<file path="config.mk">
export PLATFORM = sky130hd
export DESIGN_NAME = locmon_iso
export DESIGN_NICKNAME = d
export VERILOG_FILES = /design/src/rtl/locmon_iso.sv
export SDC_FILE = /design/constraint.sdc
export NUM_CORES = 1
export LEC_CHECK = 0
export ABC_AREA = 1
export CAP_MARGIN = 20
export CORE_MARGIN = 10
export CORE_UTILIZATION = 42
export CTS_CLUSTER_DIAMETER = 80
export CTS_CLUSTER_SIZE = 28
export DETAILED_ROUTE_END_ITERATION = 8
export PLACE_DENSITY = 0.88
export SLEW_MARGIN = 0
export SYNTH_ARGS = -nofsm -noshare
export SYNTH_HDL_FRONTEND = slang
export SYNTH_SLANG_ARGS = --single-unit
</file>
<file path="constraint.sdc">
create_clock -name clk -period 4.75 [get_ports clk]
set_clock_uncertainty 0.2 [all_clocks]
set_input_delay 0.7125 -clock clk [delete_from_list [all_inputs] [get_ports clk]]
set_output_delay 0.7125 -clock clk [all_outputs]
set_load 0.02 [all_outputs]
</file>
<file path="src/rtl/locmon_iso.sv">
module locmon_iso #(
  parameter int unsigned DEPTH = 4
) (
  input  logic        clk,
  input  logic        rst_n,
  input  logic        slv_valid,
  input  logic        slv_write,
  input  logic        slv_space,
  input  logic        slv_long,
  input  logic [31:0] slv_addr,
  input  logic        win24_en,
  input  logic        win32_en,
  input  logic [23:0] mon24_addr,
  input  logic [31:0] mon32_addr,
  input  logic        iso_set,
  input  logic        fifo_rd,
  input  logic        cpu_req,
  output logic [1:0]  fifo_data,
  output logic        fifo_empty,
  output logic        fifo_full,
  output logic        fifo_ovf,
  output logic        iso_stat,
  output logic        cpu_block
);

  localparam int unsigned AW = (DEPTH > 1) ? $clog2(DEPTH) : 1;
  localparam logic [AW:0] CNT_FULL = (AW+1)'(DEPTH);
  localparam logic [AW-1:0] PTR_LAST = AW'(DEPTH - 1);

  logic [1:0]    mem [DEPTH];
  logic [AW-1:0] wr_ptr, rd_ptr;
  logic [AW:0]   count;
  logic          iso_q, ovf_q;

  logic hit24, hit32, mon_hit, mon_wr, push, pop;

  assign hit24   = win24_en && (slv_addr[23:2] == mon24_addr[23:2]);
  assign hit32   = win32_en && (slv_addr[31:2] == mon32_addr[31:2]);
  assign mon_hit = slv_valid && (slv_addr[1:0] == 2'b00) && (slv_space ? hit32 : hit24);
  assign mon_wr  = mon_hit && slv_write;

  assign fifo_empty = (count == '0);
  assign fifo_full  = (count == CNT_FULL);
  assign pop  = fifo_rd && !fifo_empty;
  assign push = mon_wr && !fifo_full;

  always_ff @(posedge clk or negedge rst_n) begin
    if (!rst_n) begin
      wr_ptr <= '0;
      rd_ptr <= '0;
      count  <= '0;
    end else begin
      if (push) wr_ptr <= (wr_ptr == PTR_LAST) ? '0 : wr_ptr + 1'b1;
      if (pop)  rd_ptr <= (rd_ptr == PTR_LAST) ? '0 : rd_ptr + 1'b1;
      if (push && !pop)      count <= count + 1'b1;
      else if (pop && !push) count <= count - 1'b1;
    end
  end

  always_ff @(posedge clk) begin
    if (push) mem[wr_ptr] <= {slv_space, slv_long};
  end

  assign fifo_data = fifo_empty ? 2'b00 : mem[rd_ptr];

  always_ff @(posedge clk or negedge rst_n) begin
    if (!rst_n) begin
      iso_q <= 1'b1;
      ovf_q <= 1'b0;
    end else begin
      if (iso_set)     iso_q <= 1'b1;
      else if (mon_wr) iso_q <= 1'b0;
      if (mon_wr && fifo_full) ovf_q <= 1'b1;
    end
  end

  assign iso_stat  = iso_q;
  assign fifo_ovf  = ovf_q;
  assign cpu_block = cpu_req && iso_q;


  iso_clear_chk: assert property (@(posedge clk) disable iff (!rst_n)
    (mon_wr && !iso_set) |=> !iso_stat);


  iso_enter_chk: assert property (@(posedge clk) disable iff (!rst_n)
    iso_set |=> iso_stat);


  block_iso_chk: assert property (@(posedge clk) disable iff (!rst_n)
    cpu_block |-> (iso_stat && cpu_req));


  read_inert_chk: assert property (@(posedge clk) disable iff (!rst_n)
    (slv_valid && !slv_write && !fifo_rd && !iso_set) |=> ($stable(count) && $stable(iso_stat)));


  pop_once_chk: assert property (@(posedge clk) disable iff (!rst_n)
    (fifo_rd && !fifo_empty && !mon_wr) |=> (count == $past(count) - 1'b1));


  bound_cnt_chk: assert property (@(posedge clk) disable iff (!rst_n)
    count <= CNT_FULL);


  full_drop_chk: assert property (@(posedge clk) disable iff (!rst_n)
    (mon_wr && fifo_full) |=> (fifo_ovf && $stable(wr_ptr)));


  ovf_sticky_chk: assert property (@(posedge clk) disable iff (!rst_n)
    fifo_ovf |=> fifo_ovf);

endmodule

</file>
Word-level counts from Yosys, hierarchy flattened
Memory sizes are Yosys's and may differ from the RTL's. Cells that the tools add are included.

Flip-flop bits (word level): 9. Bits in writable memories: 8. Input bits: 99. Word-level logic and storage cells: 44. Memories kept: 1.

Memories: mem (depth 4, bits a word 2, rd ports 1, clocked after Yosys merged registers in 0, write ports 1, line 30) `logic [1:0] mem [DEPTH];`.

$add $sub $neg: 4. Equal/unequal tests: 5. Mux-type cells: 10. Reduce and logical (&&, ||, !) cells: 19.

Operator list (count): 30-bit equality test (1); 22-bit equality test (1); 1-bit logical AND (11); 2-bit two-way mux (3); 3-bit two-way mux (2); 1-bit two-way mux (5); 2-bit by 1-bit adder with 2-bit output, second input constant (2); 2-bit equality test, second input constant (2); 1-bit zero test (4); 2-bit nonzero test (2); 3-bit by 1-bit adder with 3-bit output, second input constant (1); 3-bit equality test, second input constant (1); 3-bit zero test (1); 3-bit by 1-bit subtractor with 3-bit output, second input constant (1); 2-bit zero test (1).

Longest topological paths before layout
Gate-level depths: netlist (run 1).

Depth after elaboration: 10. Gate-level depth with buffers: 17. Mapped depth without buffers: 17.

Worst setup path before layout (run 1)
OpenSTA, ideal clock, no wires.

Path kind: input to register. From: in slv_addr[19]. To: reg count[1]. Arrival time: 2.396 ns. Data required time: 4.425 ns. Path slack: 2.029 ns. Stages: 14. Cell sequence: inv_1 nand2_1 nand2_1 nor2_1 nand2_1 nor2_1 nand2_1 o21ai_2 nand4_2 inv_1 ha_1 inv_1 fa_1 mux2_2.

Word-level cells in the longest chain between the ends: 9.

RTL lines: start: declaration (line 10) `input logic [31:0] slv_addr,`; 30-bit equality test / 22-bit equality test (equally long branches) (line 38, 37); 1-bit logical AND, on equally long branches (line 38, 37); 1-bit two-way mux * (line 39) `assign mon_hit = slv_valid && (slv_addr[1:0] == 2'b00) && (slv_space ? hit32 : hit24);`; 1-bit logical AND * (line 39); 1-bit logical AND * (line 40) `assign mon_wr = mon_hit && slv_write;`; 1-bit logical AND * (line 45) `assign push = mon_wr && !fifo_full;`; net push (line 35) `logic hit24, hit32, mon_hit, mon_wr, push, pop;`; 1-bit zero test (line 56) `else if (pop && !push) count <= count - 1'b1;`; 1-bit logical AND (line 56); 2-bit nonzero test (no line); end signal: assignment (line 55) `if (push && !pop) count <= count + 1'b1;`; end signal: assignment (line 56); end: declaration (line 32) `logic [AW:0] count;`.

Mark *: on every way through the listed nets, which the timed path passes. The rest lies on a longest branch. A chain may end at the register's enable or synchronous reset.

Worst setup path after layout (run 1)
From: in slv_addr[12]. To: reg count[2].

Same word-level chain as after synthesis.

==> results.txt, run 1 <==
Detailed-route wire length - 5640 µm
Crit path max fanout - 7
Most used cell, CP - nand2_1
Skew-Pair Late Insertion Delay - 0.25 ns
Setup TNS after final layout - 0 ns
Startpoint class of the critical path - input port
Max-Cap Viols - 0
Hold EP - fifo_ovf$_DFFE_PN0P_
Total global routing overflow - 0
Sw Pwr - 0.248 mW
GRT Overall Usage - 0.152
Max Transition Viols Final - 0
Non-Filler Instances - 484
DR vias/cell - 4.44
H-tree levels - 1
TritonRoute pass-1 iters - 4
Commonest non-fill, non-tap cells in the layout - nand2_1 (126), clkdlybuf4s50_1 (101), inv_1 (76)
# rows - 23
Tcrit/Tclk final - 0.683
Final setup violation count - 0
Setup bufs post-CTS - 0
Clk root buf - clkbuf_8
Reg clk slew, reported paths - 0.06 ns
CORE AREA - 4090 µm²
Reg-to-reg critical path endpoint - count[1]$_DFFE_PN0P_
Hold buffers post-CTS - 0
Multi-input gate area - 1060 µm²
Synthesized area per cell - 5.52 µm²
Syn nets - 435
Internal power - 0.434 mW
Port Buf Inserts - 101
Worst reg2reg path startpoint - count[0]$_DFFE_PN0P_
CTS Sinks - 17
Total CTS buffers - 3
Placed Cells - 480
Die X - 85.8 µm
Setup slack, reg-to-reg - 2.40 ns
Simple-gate share of the synthesized area - 0.407
CP Buf/Inv Count - 4
Fmax - 308 MHz
PostCTS Resize Cnt - 0
Top delay family on crit path - simple AND/OR/NAND/NOR gates
Post-DRT Antenna Nets - 0
CP Cell Sequence - clkdlybuf4s50_1 -> inv_1 -> nand2_1 -> nand2_1 -> nor2_1 -> nand2_1 -> nor2_1 -> nand2_1 -> o21ai_2 -> nand4_2 -> inv_1 -> ha_1 -> inv_1 -> fa_1 -> nor2_1 -> nor2_1 -> nand2_1 -> xor2_1
First-pass GRT wire length - 9310 µm
Die Area - 7360 µm²
Pin slew with the least headroom to its limit - 0.430 ns
Most common cell after layout, fill and taps aside - nand2_1
Outcome - completed
Share of cells above drive strength 1 - 0.0184
Largest net degree at the start of global routing - 10
WL/cell - 11.7 µm
DIE HEIGHT - 85.8 µm
Crit end category - flip-flop
Worst EP arrival - 3.21 ns
Unrepaired setup endpoints after global routing - false
Pwr Density - 232 nW/µm²
Post-Synth XOR/XNOR Area - 0.0337
Adder-cell area share of the yosys netlist - 0.0523
Number of diodes - 0
Io pins - 106
Synth Cell Area - 1820 µm²
Logic pwr share - 0.524
Routability cong. - 0.854
Fillers - 362
CP max stage delay - 0.52 ns
FF+latch area - 467 µm²
Clk buf depth - 2
Min-Delay Path Class - reg -> reg
R2R cell count - 8
VDD IR max - 146 µV
Sequential power share - 0.325
Count of different cell masters after synthesis - 22
CP required - 4.72 ns
Slowest CP cell - clkdlybuf4s50_1
Layout area overhead - 61.6%
Largest family of logic cells by synthesized area - simple AND/OR/NAND/NOR gates
Hold Path Origin - fifo_ovf$_DFFE_PN0P_
Clock group share of total power - 0.151
Via count - 2150
Initial core utilization - 0.445
Hold path depth - 1
Static Leakage - 1.53 nW
Worst slew margin - 0.711
Kind of critical path - in -> reg
Post-Syn Instances - 329
Initial DRC count - 80
Sequential share of the synthesized area - 0.257
Vias in the first global route - 2166
Ys Warns - 0
Crit path time final - 3.25 ns
Final #Nets - 541
DPL Wire Length - 5260 µm
Switching share of power - 0.363
Final Hold Vio Count - 0
CTS tree - done
Mux cell area share after synthesis - 0.00620
Number of synthesized register bits - 17
DRC errors left - 0
Initial antenna violation count - 0
Compound-Gate Fraction of Synth Area - 0.0847
[how the worst max path moves through the flow]
| stage | startpoint | end | slack [ns] | cells past startpoint |
|---|---|---|---|---|
| final | slv_addr[12] | count[2]$_DFFE_PN0P_ | 1.50 | 18 |
| after global routing | slv_addr[3] | count[2]$_DFFE_PN0P_ | 1.28 | 18 |
| after CTS | slv_addr[3] | count[2]$_DFFE_PN0P_ | 1.48 | 18 |
| after detailed placement | slv_addr[3] | count[2]$_DFFE_PN0P_ | 1.22 | 18 |
| after global placement | slv_addr[3] | count[2]$_DFFE_PN0P_ | 1.31 | 18 |
| after floorplan | slv_addr[19] | count[1]$_DFFE_PN0P_ | 2.03 | 14 |
[sequential cells by signal, indices dropped and copies added (netlist names)]
signal / cells
rd_ptr: 2
count: 3
iso_stat: 1
mem: 8
wr_ptr: 2
fifo_ovf: 1
[area by class of cell]
type | count | share of cell area
clock buffer | 4 | 0.0153
multi-input combinational | 235 | 0.361
sequential | 17 | 0.159
timing repair buffer | 101 | 0.344
tap | 50 | 0.0213
inverter | 77 | 0.0985
[logic make-up after synthesis]
logic type               Yosys count
multiplexers                       1
adder cells (fa/ha/maj)            7
AO/OA/AOI/OAI                     29
buffers and inverters             77
flip-flops                        17
XOR/XNOR                           7
AND/OR/NAND/NOR                  191
[Yosys cell counts]
cell,count,share of area
a21o_1,1,0.0041
a21oi_1,2,0.0055
dfrtp_1,8,0.11
dfstp_2,1,0.014
edfxtp_1,8,0.13
fa_1,1,0.011
ha_1,6,0.041
inv_1,76,0.16
inv_2,1,0.0021
mux2_2,1,0.0062
nand2_1,126,0.26
nand3_1,4,0.011
nand4_1,2,0.0069
nand4_2,1,0.0069
nor2_1,55,0.11
nor3_1,3,0.0083
o21ai_0,23,0.063
o21ai_1,1,0.0028
o21ai_2,1,0.0048
o21bai_1,1,0.0041
xnor2_1,5,0.024
xor2_1,2,0.0096
[per-layer routing]
layer | GRT usage | part of all wire
met1 | 0.147 | 0.38
met2 | 0.298 | 0.52
met3 | 0.0520 | 0.083
met4 | 0.0389 | 0.013
met5 | 0 | 0
[stage by stage]
step                power [mW]  setup slack (ns)  hold WS, ns  utilization  cell area (µm²)
finish                   0.682              1.50        0.298        0.718             2940
CTS                      0.689              1.48        0.306        0.718             2940
global placement         0.572              1.31        0.260        0.707             2890
global route             0.749              1.28        0.345        0.718             2940
floorplan                0.411              2.03        0.217            -             1820
detailed placement       0.585              1.22        0.291        0.707             2890
[power groups by stage]
stage          combinational [mW]  sequential [mW]  clock [mW]
3_5_place_dp                0.359            0.226           0
2_1_floorplan               0.191            0.220           0
4_1_cts                     0.361            0.223       0.105
3_3_place_gp                0.349            0.223           0
5_1_grt                     0.406            0.229       0.114
6_report                    0.358            0.222       0.103
Power figures use the tool's default switching activity.
==> run 2, diff against run 1 <==
CORE_UTILIZATION = 39   (was 42)
PLACE_DENSITY = 0.82   (was 0.88)
clock period = 3.1 ns   (was 4.75 ns; I/O delays follow)
==> results.txt, run 2 (synthesis results as in run 1) <==
Port Buf Inserts - 101 (unchanged)
DR vias/cell - 4.48 (was 4.44)
Final setup violation count - 0 (unchanged)
Non-Filler Instances - 495 (was 484)
Initial core utilization - 0.409 (was 0.445)
Pin slew with the least headroom to its limit - 0.455 ns (was 0.430 ns)
Final Hold Vio Count - 0 (unchanged)
Static Leakage - 1.58 nW (was 1.53 nW)
Crit end category - flip-flop (unchanged)
Io pins - 106 (unchanged)
# rows - 24 (was 23)
Outcome - completed (unchanged)
CTS tree - done (unchanged)
Initial antenna violation count - 0 (unchanged)
Max-Cap Viols - 0 (unchanged)
Setup WS post-layout - 0.240 ns (was 1.50 ns)
DRC errors left - 0 (unchanged)
Clk buf depth - 2 (unchanged)
Final #Nets - 550 (was 541)
Sequential power share - 0.319 (was 0.325)
Largest register by flop count - mem (unchanged)
Crit path time final - 2.86 ns
Crit path max fanout - 2 (was 7)
Largest register FFs - 8 (unchanged)
Kind of critical path - in -> reg (unchanged)
CORE AREA - 4440 µm² (was 4090 µm²)
Logic pwr share - 0.531 (was 0.524)
DIE HEIGHT - 88.3 µm (was 85.8 µm)
Die Area - 7790 µm² (was 7360 µm²)
CTS Sinks - 17 (unchanged)
Vias in the first global route - 2111 (was 2166)
VDD IR max - 238 µV (was 146 µV)
Max Transition Viols Final - 0 (unchanged)
Via count - 2220 (was 2150)
Number of diodes - 0 (unchanged)
Most common cell after layout, fill and taps aside - nand2_1 (unchanged)
Tcrit/Tclk final - 0.923
Die X - 88.3 µm (was 85.8 µm)
Share of cells above drive strength 1 - 0.0451 (was 0.0184)
Sw Pwr - 0.390 mW (was 0.248 mW)
Switching share of power - 0.366 (was 0.363)
Commonest non-fill, non-tap cells in the layout - nand2_1 (126), clkdlybuf4s50_1 (100), inv_1 (76) (was nand2_1 (126), clkdlybuf4s50_1 (101), inv_1 (76))
Fmax - 350 MHz
Largest registers - mem (8), count (3) (unchanged)
Total CTS buffers - 3 (unchanged)
Post-DRT Antenna Nets - 0 (unchanged)
Layout area overhead - 66.0% (was 61.6%)
First-pass GRT wire length - 9200 µm (was 9310 µm)
Internal power - 0.675 mW (was 0.434 mW)
TritonRoute pass-1 iters - 4 (unchanged)
Largest net degree at the start of global routing - 10 (unchanged)
Initial DRC count - 97 (was 80)
DP Worst Slack - -0.0529 ns (was 1.22 ns)
Routability cong. - 0.838 (was 0.854)
CP required - 3.03 ns (was 4.72 ns)
Reg clk slew, reported paths - 0.06 ns (about the same)
DPL Wire Length - 5420 µm (was 5260 µm)
Skew-Pair Late Insertion Delay - 0.25 ns (about the same)
Final core utilization - 0.678 (was 0.718)
H-tree levels - 1 (unchanged)
Min-Delay Path Class - reg -> reg (unchanged)
Startpoint class of the critical path - input port (unchanged)
Unrepaired setup endpoints after global routing - false (unchanged)
Clk root buf - clkbuf_8 (unchanged)
Worst EP arrival - 2.79 ns (was 3.21 ns)
Worst slew margin - 0.694 (was 0.711)
Total global routing overflow - 0 (unchanged)
WL/cell - 11.8 µm (was 11.7 µm)
Clock group share of total power - 0.149 (was 0.151)
Setup TNS after final layout - 0 ns (unchanged)
GRT Overall Usage - 0.148 (was 0.152)
Pwr Density - 353 nW/µm² (was 232 nW/µm²)
Detailed-route wire length - 5860 µm (was 5640 µm)
Placed Cells - 490 (was 480)
## run 2: cell count changes in the layout (fill, tap and decap cells not counted), sizes merged
cell	before	now
buf	0	9
dlymetal6s2s	0	1
clkdlybuf4s50	101	100
## run 2: path summary, 6_finish.rpt
path                                         end  depth (start not counted)  slack [ns]            startpoint
min reg2reg                 fifo_ovf$_DFFE_PN0P_                          1        0.28  fifo_ovf$_DFFE_PN0P_
max reg2reg                 count[1]$_DFFE_PN0P_                          8        0.74  count[1]$_DFFE_PN0P_
max                         count[1]$_DFFE_PN0P_                         16        0.24          slv_addr[14]
min                         fifo_ovf$_DFFE_PN0P_                          1        0.28  fifo_ovf$_DFFE_PN0P_
max in group asynchronous   iso_stat$_DFFE_PN1P_                          1        2.07                 rst_n
min in group asynchronous  rd_ptr[0]$_DFFE_PN0P_                          1        0.31                 rst_n
## run 2: layer usage
layer | up-vias | share of wire | GRT usage
met1 | 935 | 0.38 | 0.145
met5 | - | 0 | 0
li1 | 1208 | - | -
met2 | 67 | 0.53 | 0.293
met4 | 0 | 0.0089 | 0.0367
met3 | 10 | 0.082 | 0.0460
## run 2: worst max-delay path, stage by stage
cell,delay (ns)
clkdlybuf4s50_1,0.48
inv_1,0.06
buf_4,0.13
nand2_1,0.05
nand2_1,0.05
nor2_1,0.08
nand2_1,0.07
nor2_1,0.13
nand3_1,0.09
nand2_1,0.10
nand4_2,0.11
inv_1,0.08
ha_1,0.14
inv_1,0.06
fa_2,0.41
mux2_2,0.28
## run 2: power by group through the flow
stage               logic, mW  registers [mW]  clock network (mW)
finish                  0.566           0.340               0.159
global route            0.638           0.352               0.174
CTS                     0.568           0.341               0.166
detailed placement      0.564           0.346                   0
global placement        0.543           0.343                   0
floorplan               0.292           0.338                   0
## run 2: final cells by class
class                      instances  area [µm²]
inverter                          77         289
fill                             393        1430
tap                               52        65.1
sequential                        17         467
timing repair buffer             110        1080
clock buffer                       4        45.0
multi-input combinational        235        1070
## run 2: timing repair
item,CTS,global route
hold buffers,0,0
endpoints found under the setup margin,0,2
buffers inserted,0,1
gates resized for setup,0,4
## run 2: per-stage QoR
stage / power (mW) / instance area [µm²] / hold WS, ns
3_3_place_gp: 0.885 / 2950 / 0.261
5_1_grt: 1.16 / 3020 / 0.321
4_1_cts: 1.08 / 3000 / 0.283
2_1_floorplan: 0.630 / 1820 / -0.0306
6_report: 1.07 / 3020 / 0.279
3_5_place_dp: 0.910 / 2950 / 0.265
